[src/rtl/cqt_pkg.sv]
package cqt_pkg;

    localparam int DATA_W       = 32;
    localparam int IRQ_W        = 5;
    localparam int OFF_W        = 7;
    localparam int THR_BASE     = 256;
    localparam int THR_STRIDE_LG = 7;
    localparam int GLB_SUM_ADDR = 16;

    // per-thread register offsets (the execution core and software agree on these)
    localparam logic [OFF_W-1:0] OFF_WRST  = 7'h00;
    localparam logic [OFF_W-1:0] OFF_EN    = 7'h04;
    localparam logic [OFF_W-1:0] OFF_SUSP  = 7'h08;
    localparam logic [OFF_W-1:0] OFF_STAT  = 7'h0C;
    localparam logic [OFF_W-1:0] OFF_IRQST = 7'h10;
    localparam logic [OFF_W-1:0] OFF_IRQEN = 7'h14;
    localparam logic [OFF_W-1:0] OFF_CUR   = 7'h20;
    localparam logic [OFF_W-1:0] OFF_END   = 7'h24;
    localparam logic [OFF_W-1:0] OFF_WAIT  = 7'h30;
    localparam logic [OFF_W-1:0] OFF_PRIO  = 7'h40;

    // interrupt cause bits: bit0 done, bits 1 and 4 error
    localparam logic [IRQ_W-1:0] IRQ_DONE  = 5'h01;
    localparam logic [IRQ_W-1:0] IRQ_ERR   = 5'h12;
    localparam logic [IRQ_W-1:0] IRQ_VALID = IRQ_DONE | IRQ_ERR;

    typedef struct packed {
        logic              en;
        logic              susp;
        logic [DATA_W-1:0] cur;
        logic [DATA_W-1:0] endp;
        logic [IRQ_W-1:0]  irq_en;
    } thr_ctrl_t;

    // write-zero-to-clear with hardware set taking precedence
    function automatic logic [IRQ_W-1:0] irq_next(
        input logic [IRQ_W-1:0] cur,
        input logic             clr_wr,
        input logic [IRQ_W-1:0] wdata,
        input logic [IRQ_W-1:0] set
    );
        logic [IRQ_W-1:0] kept;
        kept = clr_wr ? (cur & wdata) : cur;
        return (kept | set) & IRQ_VALID;
    endfunction

endpackage

[src/rtl/cqt_addr_dec.sv]
module cqt_addr_dec
    import cqt_pkg::*;
#(
    parameter int ADDR_W  = 12,
    parameter int NUM_THR = 4
) (
    input  logic [ADDR_W-1:0] addr,
    output logic [NUM_THR-1:0] thr_sel,
    output logic               glb_sel,
    output logic [OFF_W-1:0]   off
);
    logic              in_thr;
    logic [ADDR_W-1:0] idx_full;

    assign in_thr   = addr >= ADDR_W'(THR_BASE);
    assign idx_full = (addr - ADDR_W'(THR_BASE)) >> THR_STRIDE_LG;
    assign off      = addr[OFF_W-1:0];
    assign glb_sel  = addr == ADDR_W'(GLB_SUM_ADDR);

    for (genvar i = 0; i < NUM_THR; i++) begin : g_sel
        assign thr_sel[i] = in_thr && (idx_full == ADDR_W'(i));
    end

endmodule

[src/rtl/cqt_thread.sv]
module cqt_thread
    import cqt_pkg::*;
#(
    parameter int PRIO_W     = 3,
    parameter int RST_CYCLES = 8
) (
    input  logic              clk,
    input  logic              rst,
    input  logic              wr_en,
    input  logic [OFF_W-1:0]  off,
    input  logic [DATA_W-1:0] wdata,
    output logic [DATA_W-1:0] rdata,
    input  logic              core_paused,
    input  logic              core_waiting,
    input  logic              core_pc_we,
    input  logic [DATA_W-1:0] core_pc,
    input  logic [IRQ_W-1:0]  core_irq_set,
    output logic              run,
    output logic              pause_req,
    output logic              flush,
    output logic              rst_busy,
    output logic [DATA_W-1:0] pc,
    output logic [DATA_W-1:0] end_addr,
    output logic [PRIO_W-1:0] prio,
    output logic              pend
);
    localparam int CNT_W = $clog2(RST_CYCLES + 1);

    thr_ctrl_t         ctrl_q;
    logic [PRIO_W-1:0] prio_q;
    logic [CNT_W-1:0]  cnt_q;
    logic              flush_q;
    logic [IRQ_W-1:0]  irq_q;
    logic              busy;

    assign busy = cnt_q != '0;

    always_ff @(posedge clk) begin
        if (rst) begin
            ctrl_q  <= '0;
            prio_q  <= '0;
            cnt_q   <= '0;
            flush_q <= 1'b0;
        end else begin
            flush_q <= 1'b0;
            if (busy) begin
                ctrl_q <= '0;
                prio_q <= '0;
                cnt_q  <= cnt_q - 1'b1;
            end else begin
                if (core_pc_we) ctrl_q.cur <= core_pc;
                if (wr_en) begin
                    case (off)
                        OFF_WRST: if (wdata[0]) begin
                            ctrl_q <= '0;
                            prio_q <= '0;
                            cnt_q  <= CNT_W'(RST_CYCLES);
                        end
                        OFF_EN:    ctrl_q.en     <= wdata[0];
                        OFF_SUSP:  ctrl_q.susp   <= wdata[0];
                        OFF_IRQEN: ctrl_q.irq_en <= wdata[IRQ_W-1:0] & IRQ_VALID;
                        OFF_CUR: begin
                            ctrl_q.cur <= wdata;
                            flush_q    <= 1'b1;
                        end
                        OFF_END:   ctrl_q.endp   <= wdata;
                        OFF_PRIO:  prio_q        <= wdata[PRIO_W-1:0];
                        default: ;
                    endcase
                end
            end
        end
    end

    always_ff @(posedge clk) begin
        if (rst) irq_q <= '0;
        else     irq_q <= irq_next(irq_q, wr_en && (off == OFF_IRQST),
                                   wdata[IRQ_W-1:0], core_irq_set);
    end

    always_comb begin
        rdata = '0;
        case (off)
            OFF_WRST:  rdata[0]          = busy;
            OFF_EN:    rdata[0]          = ctrl_q.en;
            OFF_SUSP:  rdata[0]          = ctrl_q.susp;
            OFF_STAT:  rdata[1]          = core_paused;
            OFF_IRQST: rdata[IRQ_W-1:0]  = irq_q;
            OFF_IRQEN: rdata[IRQ_W-1:0]  = ctrl_q.irq_en;
            OFF_CUR:   rdata             = ctrl_q.cur;
            OFF_END:   rdata             = ctrl_q.endp;
            OFF_WAIT:  rdata[DATA_W-1]   = core_waiting;
            OFF_PRIO:  rdata[PRIO_W-1:0] = prio_q;
            default: ;
        endcase
    end

    assign run       = ctrl_q.en && !busy;
    assign pause_req = ctrl_q.susp;
    assign flush     = flush_q;
    assign rst_busy  = busy;
    assign pc        = ctrl_q.cur;
    assign end_addr  = ctrl_q.endp;
    assign prio      = prio_q;
    assign pend      = |(irq_q & ctrl_q.irq_en);

    assert_rst_count_R2: assert property (@(posedge clk) disable iff (rst)
        busy |=> (cnt_q == CNT_W'($past(cnt_q) - 1'b1)));

    assert_rst_clear_R3: assert property (@(posedge clk) disable iff (rst)
        busy |=> (ctrl_q == '0 && prio_q == '0));

    assert_irq_clear_R6: assert property (@(posedge clk) disable iff (rst)
        (wr_en && off == OFF_IRQST && core_irq_set == '0)
        |=> (irq_q == ($past(irq_q) & $past(wdata[IRQ_W-1:0]))));

    assert_flush_load_R7: assert property (@(posedge clk) disable iff (rst)
        (wr_en && off == OFF_CUR && !busy) |=> (flush && pc == $past(wdata)));

endmodule

[src/rtl/cqt_irq_sum.sv]
module cqt_irq_sum
    import cqt_pkg::*;
#(
    parameter int NUM_THR = 4
) (
    input  logic [NUM_THR-1:0] pend,
    output logic [DATA_W-1:0]  sum_word,
    output logic               irq_n
);
    localparam int PAD_W = DATA_W - NUM_THR;

    for (genvar i = 0; i < DATA_W; i++) begin : g_bit
        if (i < NUM_THR) begin : g_thr
            assign sum_word[i] = !pend[i];
        end else begin : g_pad
            assign sum_word[i] = 1'b0;
        end
    end

    assign irq_n = &sum_word[NUM_THR-1:0];

    initial begin
        assert_width_R8: assert (PAD_W >= 0);
    end

endmodule

[src/rtl/cqt_regfile.sv]
module cqt_regfile
    import cqt_pkg::*;
#(
    parameter int ADDR_W     = 12,
    parameter int NUM_THR    = 4,
    parameter int PRIO_W     = 3,
    parameter int RST_CYCLES = 8
) (
    input  logic                        clk,
    input  logic                        rst,
    input  logic                        bus_wr,
    input  logic [ADDR_W-1:0]           bus_addr,
    input  logic [DATA_W-1:0]           bus_wdata,
    output logic [DATA_W-1:0]           bus_rdata,
    input  logic [NUM_THR-1:0]          core_paused,
    input  logic [NUM_THR-1:0]          core_waiting,
    input  logic [NUM_THR-1:0]          core_pc_we,
    input  logic [NUM_THR*DATA_W-1:0]   core_pc,
    input  logic [NUM_THR*IRQ_W-1:0]    core_irq_set,
    output logic [NUM_THR-1:0]          thr_run,
    output logic [NUM_THR-1:0]          thr_pause_req,
    output logic [NUM_THR-1:0]          thr_flush,
    output logic [NUM_THR-1:0]          thr_rst_busy,
    output logic [NUM_THR*DATA_W-1:0]   thr_pc,
    output logic [NUM_THR*DATA_W-1:0]   thr_end,
    output logic [NUM_THR*PRIO_W-1:0]   thr_prio,
    output logic                        irq_n
);
    logic [NUM_THR-1:0] thr_sel;
    logic               glb_sel;
    logic [OFF_W-1:0]   off;
    logic [NUM_THR-1:0] pend;
    logic [DATA_W-1:0]  sum_word;
    logic [DATA_W-1:0]  thr_rdata [NUM_THR];

    cqt_addr_dec #(.ADDR_W(ADDR_W), .NUM_THR(NUM_THR)) u_dec (
        .addr    (bus_addr),
        .thr_sel (thr_sel),
        .glb_sel (glb_sel),
        .off     (off)
    );

    for (genvar i = 0; i < NUM_THR; i++) begin : g_thr
        cqt_thread #(.PRIO_W(PRIO_W), .RST_CYCLES(RST_CYCLES)) u_thr (
            .clk          (clk),
            .rst          (rst),
            .wr_en        (bus_wr && thr_sel[i]),
            .off          (off),
            .wdata        (bus_wdata),
            .rdata        (thr_rdata[i]),
            .core_paused  (core_paused[i]),
            .core_waiting (core_waiting[i]),
            .core_pc_we   (core_pc_we[i]),
            .core_pc      (core_pc[i*DATA_W +: DATA_W]),
            .core_irq_set (core_irq_set[i*IRQ_W +: IRQ_W]),
            .run          (thr_run[i]),
            .pause_req    (thr_pause_req[i]),
            .flush        (thr_flush[i]),
            .rst_busy     (thr_rst_busy[i]),
            .pc           (thr_pc[i*DATA_W +: DATA_W]),
            .end_addr     (thr_end[i*DATA_W +: DATA_W]),
            .prio         (thr_prio[i*PRIO_W +: PRIO_W]),
            .pend         (pend[i])
        );
    end

    cqt_irq_sum #(.NUM_THR(NUM_THR)) u_sum (
        .pend     (pend),
        .sum_word (sum_word),
        .irq_n    (irq_n)
    );

    always_comb begin
        bus_rdata = glb_sel ? sum_word : '0;
        for (int i = 0; i < NUM_THR; i++) begin
            if (thr_sel[i]) bus_rdata = bus_rdata | thr_rdata[i];
        end
    end

    assert_one_window_R1: assert property (@(posedge clk) disable iff (rst)
        $onehot0({thr_sel, glb_sel}));

    assert_line_matches_R8: assert property (@(posedge clk) disable iff (rst)
        irq_n == !(|pend));

endmodule

[config.mk]
export PLATFORM = sky130hd
export DESIGN_NAME = cqt_regfile
export DESIGN_NICKNAME = d
export VERILOG_FILES = /design/src/rtl/cqt_pkg.sv /design/src/rtl/cqt_addr_dec.sv /design/src/rtl/cqt_thread.sv /design/src/rtl/cqt_irq_sum.sv /design/src/rtl/cqt_regfile.sv
export SDC_FILE = /design/constraint.sdc
export NUM_CORES = 1
export LEC_CHECK = 0
export ABC_CLOCK_PERIOD_IN_PS = 3600
export CORE_AREA = 3 3 205 207
export DETAILED_ROUTE_END_ITERATION = 16
export DIE_AREA = 0 0 208 210
export HOLD_SLACK_MARGIN = 0.05
export PLACE_DENSITY = 0.73
export SYNTH_ARGS = -nofsm -noshare
export SYNTH_HDL_FRONTEND = slang
export SYNTH_SLANG_ARGS = --single-unit
[constraint.sdc]
create_clock -name clk -period 3.6 [get_ports clk]
set_clock_uncertainty 0.05 [all_clocks]
set_input_delay 0.72 -clock clk [delete_from_list [all_inputs] [get_ports clk]]
set_output_delay 0.72 -clock clk [all_outputs]
set_load 0.02 [all_outputs]
==> summary.md <==
| Metric | Value |
|---|---|
| Synthesis-to-layout area growth | 37.7% |
| Total CTS buffers | 38 |
| Final setup violation count | 0 |
| Post-Place Cell Area | 0.0219 sq mm |
| Clk pwr share | 45.4% |
| Fraction of layout cells with a size suffix above 1 | 15.4% |
| Outcome | finished, final reports clean |
| Tmin final | 3.56 ns |
| Final WL | 78600 microns |
| Vias per cell | 6.11 |
| Final Cell Area | 0.0236 sq mm |
| Pre-Repair DR Iteration Count | 7 |
| Core area | 0.0406 sq mm |
| Via count | 17700 |
| P_leak | 8.53 nW |
| Hold Buf Count CTS | 0 |
| RSZ-0062 raised after global routing | false |
| Die area | 0.0437 sq mm |
| Seq/Total Area, Yosys | 37.4% |
| Worst Path Max Fanout | 10 |
| Post-synthesis cell type count | 63 |
| Initial antenna violation count | 3 |
| P_int | 6.67 mW |
| DP HPWL | 54800 microns |
| Grt ovf | 0 |
| Final period util | 99.0% |
| Fin worst setup slack | 0.0368 ns |
| Die Ht | 210 microns |
| Worst EP required | 2.83 ns |
| Worst Setup End Kind | output pin |
| Nets | 2544 |
| Largest net degree at the start of global routing | 41 |
| CTS Buffer Depth | 3 |
| Initial DRC Count | 2294 |
| CP Launch Type | input pin |
| # port buffers | 515 |
| Max-slew violations | 0 |
| Yosys reg bits | 320 |
| Fin. Hold Viols | 0 |
| Kind of critical path | in2out |
| Clock Latency Late Sink | 0.55 ns |
| CP max stage cell | bufbuf_16 |
| Post-synth EDFFs | 0 |
| Switch Pwr | 2.31 mW |
| Asr flop ratio synth | 0% |
| First-pass GRT wire length | 113000 microns |
| Critical-path cell list | dlygate4sd2_1, inv_1, ha_2, or2_4, o22ai_4, and2_4, nand2_8, bufbuf_16, o221ai_1, buf_2 |
| Syn_area_per_cell | 8.43 sq um |
| Most common cell after layout, fill and taps aside | clkdlybuf4s50_1 |
| Synthesized Nets | 2242 |
| Min-Delay Path Class | reg2reg |
| Sw frac | 25.7% |
| TritonCTS clock tree | built |
| Worst Path Arrival | 2.79 ns |
| Vias in the first global route | 17100 |
| Die width | 208 microns |
| Global Route Usage Sum | 33.6% |
| Root Buffer | clkbuf_16 |
| Post-route ant nets | 0 |
| Max Cap Viol | 0 |
| Commonest non-fill, non-tap cells in the layout | clkdlybuf4s50_1, dfxtp_1, nor2_1 |
| Starting density of the core | 42.3% |
| Mapped Area | 0.0171 sq mm |
| Synth Instances | 2033 |
| DR DRC count | 0 |
| CTS H-tree lvls | 2 |
| Final Wtd Congestion | 0.959 |
| Max Fclk | 0.281 GHz |
| Worst VDD drop | 344 uV |
| Most used DFF post-synth | dfxtp_1 |
| Largest stage delay on the critical path | 0.32 ns |
| Slew headroom | 42.8% |
| Avg WL per Cell | 27.1 microns |
| # rows | 74 |
| Dpl ws | -0.704 ns |
| Gate power share | 12.8% |
| Ys Warns | 0 |
| I/O Pins | 524 |
| PwrDens | 380 mW/mm^2 |
| Share of power burned in registers | 41.8% |
| Clock-pin slew on the worst setup and hold paths | 0.06 ns |
| Clock sink count | 320 |
| Worst Tran Pin Value | 0.858 ns |
[flip-flops by register name, indices dropped and copies added, names as in the netlist]
register and cells:
g_thr.u_thr.flush 4, g_thr.u_thr.cnt_q 16, g_thr.u_thr.prio 12, g_thr.u_thr.end_addr 128, g_thr.u_thr.irq_q 12, g_thr.u_thr.pause_req 4, g_thr.u_thr.ctrl_q 16, g_thr.u_thr.pc 128
[kinds of logic (layout without fill, tap and decap cells)]
family / after synthesis / count (layout) / synth area share [%]
buf+inv: 445 / 775 / 16.3
compound gates: 570 / 570 / 22.9
simple gates: 547 / 547 / 14.5
other cells: 0 / 3 / 0
mux: 147 / 147 / 8.75
flops: 320 / 320 / 37.4
fa+ha+maj: 2 / 2 / 0.146
xor+xnor: 2 / 2 / 0.102
[final timing paths]
path                                                 start                                        to  slack [ns]  cells after the start
setup / recovery                               bus_addr[8]                             bus_rdata[29]        0.04                     10
hold / removal    g_thr[2].u_thr.end_addr[21]$_SDFFE_PP0P_  g_thr[2].u_thr.end_addr[21]$_SDFFE_PP0P_        0.43                      2
setup reg to reg      g_thr[3].u_thr.cnt_q[0]$_SDFFE_PP0P_           g_thr[3].u_thr.pc[9]$_SDFF_PP0_        1.45                      7
hold reg to reg   g_thr[2].u_thr.end_addr[21]$_SDFFE_PP0P_  g_thr[2].u_thr.end_addr[21]$_SDFFE_PP0P_        0.43                      2
[per-stage QoR]
step	utilization [%]	total power [mW]	hold slack (ns)	TNS, ns	std cells
3_5_place_dp	53.9	4.92	0.418	-22.49	2802
3_3_place_gp	53.9	4.91	0.410	-22.50	2802
2_1_floorplan	-	4.34	0.395	0	2033
5_1_grt	58.2	9.18	0.451	0	2897
4_1_cts	57.8	8.97	0.427	-0.0111	2884
6_report	58.2	8.98	0.431	0	2898
[power by group through the flow]
stage	Clock, mW	Sequential (mW)	Combinational, mW
after floorplan	0	3.77	0.568
after global placement	0	3.82	1.09
after detailed placement	0	3.82	1.10
after CTS	4.10	3.75	1.12
after global routing	4.23	3.76	1.19
final	4.08	3.75	1.15
[final cells by class]
type | instances | area (sq um)
Multi-Input combinational cell | 1268 | 8180
Clock buffer | 58 | 1180
Timing Repair Buffer | 698 | 7000
Inverter | 9 | 33.8
Fill cell | 3553 | 17000
Sequential cell | 320 | 6410
Tap cell | 532 | 666
Antenna cell | 3 | 7.51
Clock inverter | 10 | 138
[critical path, delay by kind of cell]
family / cells / cell delay, ns
buf+inv: 4 / 0.93
fa+ha+maj: 1 / 0.22
simple gates: 3 / 0.55
compound gates: 2 / 0.35
[timing repair]
action,in CTS,in global routing
buffers inserted,8,8
cloned,6,4
pin swaps,9,2
setup endpoints to repair,32,30
resized for setup,200,12
[synthesized netlist by cell type, drive strengths merged (6+ instances only)]
| cell type | number | area [sq um] |
|---|---|---|
| nand2 | 156 | 591 |
| and2 | 12 | 75.1 |
| nor3 | 26 | 150 |
| nor4 | 15 | 134 |
| a21oi | 143 | 716 |
| o2bb2ai | 60 | 526 |
| nand2b | 6 | 37.5 |
| dfxtp | 320 | 6410 |
| o221ai | 25 | 219 |
| clkbuf | 98 | 368 |
| a32oi | 6 | 52.6 |
| a22o | 6 | 52.6 |
| buf | 338 | 2390 |
| o22a | 30 | 263 |
| mux2i | 125 | 1250 |
| mux2 | 22 | 248 |
| o22ai | 17 | 113 |
| or3 | 8 | 55.1 |
| a22oi | 147 | 1100 |
| o31ai | 33 | 248 |
| nor2 | 216 | 816 |
| inv | 9 | 33.8 |
| o21ai | 78 | 405 |
| nand3 | 79 | 395 |
[metal layers]
metal	GRT usage, %	part of all wire [%]	vias up	routed length (microns)
met1	44.5	40	8543	31100
li1	-	-	7669	-
met2	53.8	45	1259	35800
met4	14.9	4.6	0	3600
met3	6.61	10	230	8180
met5	0	0	-	0
Power figures use the tool's default switching activity.
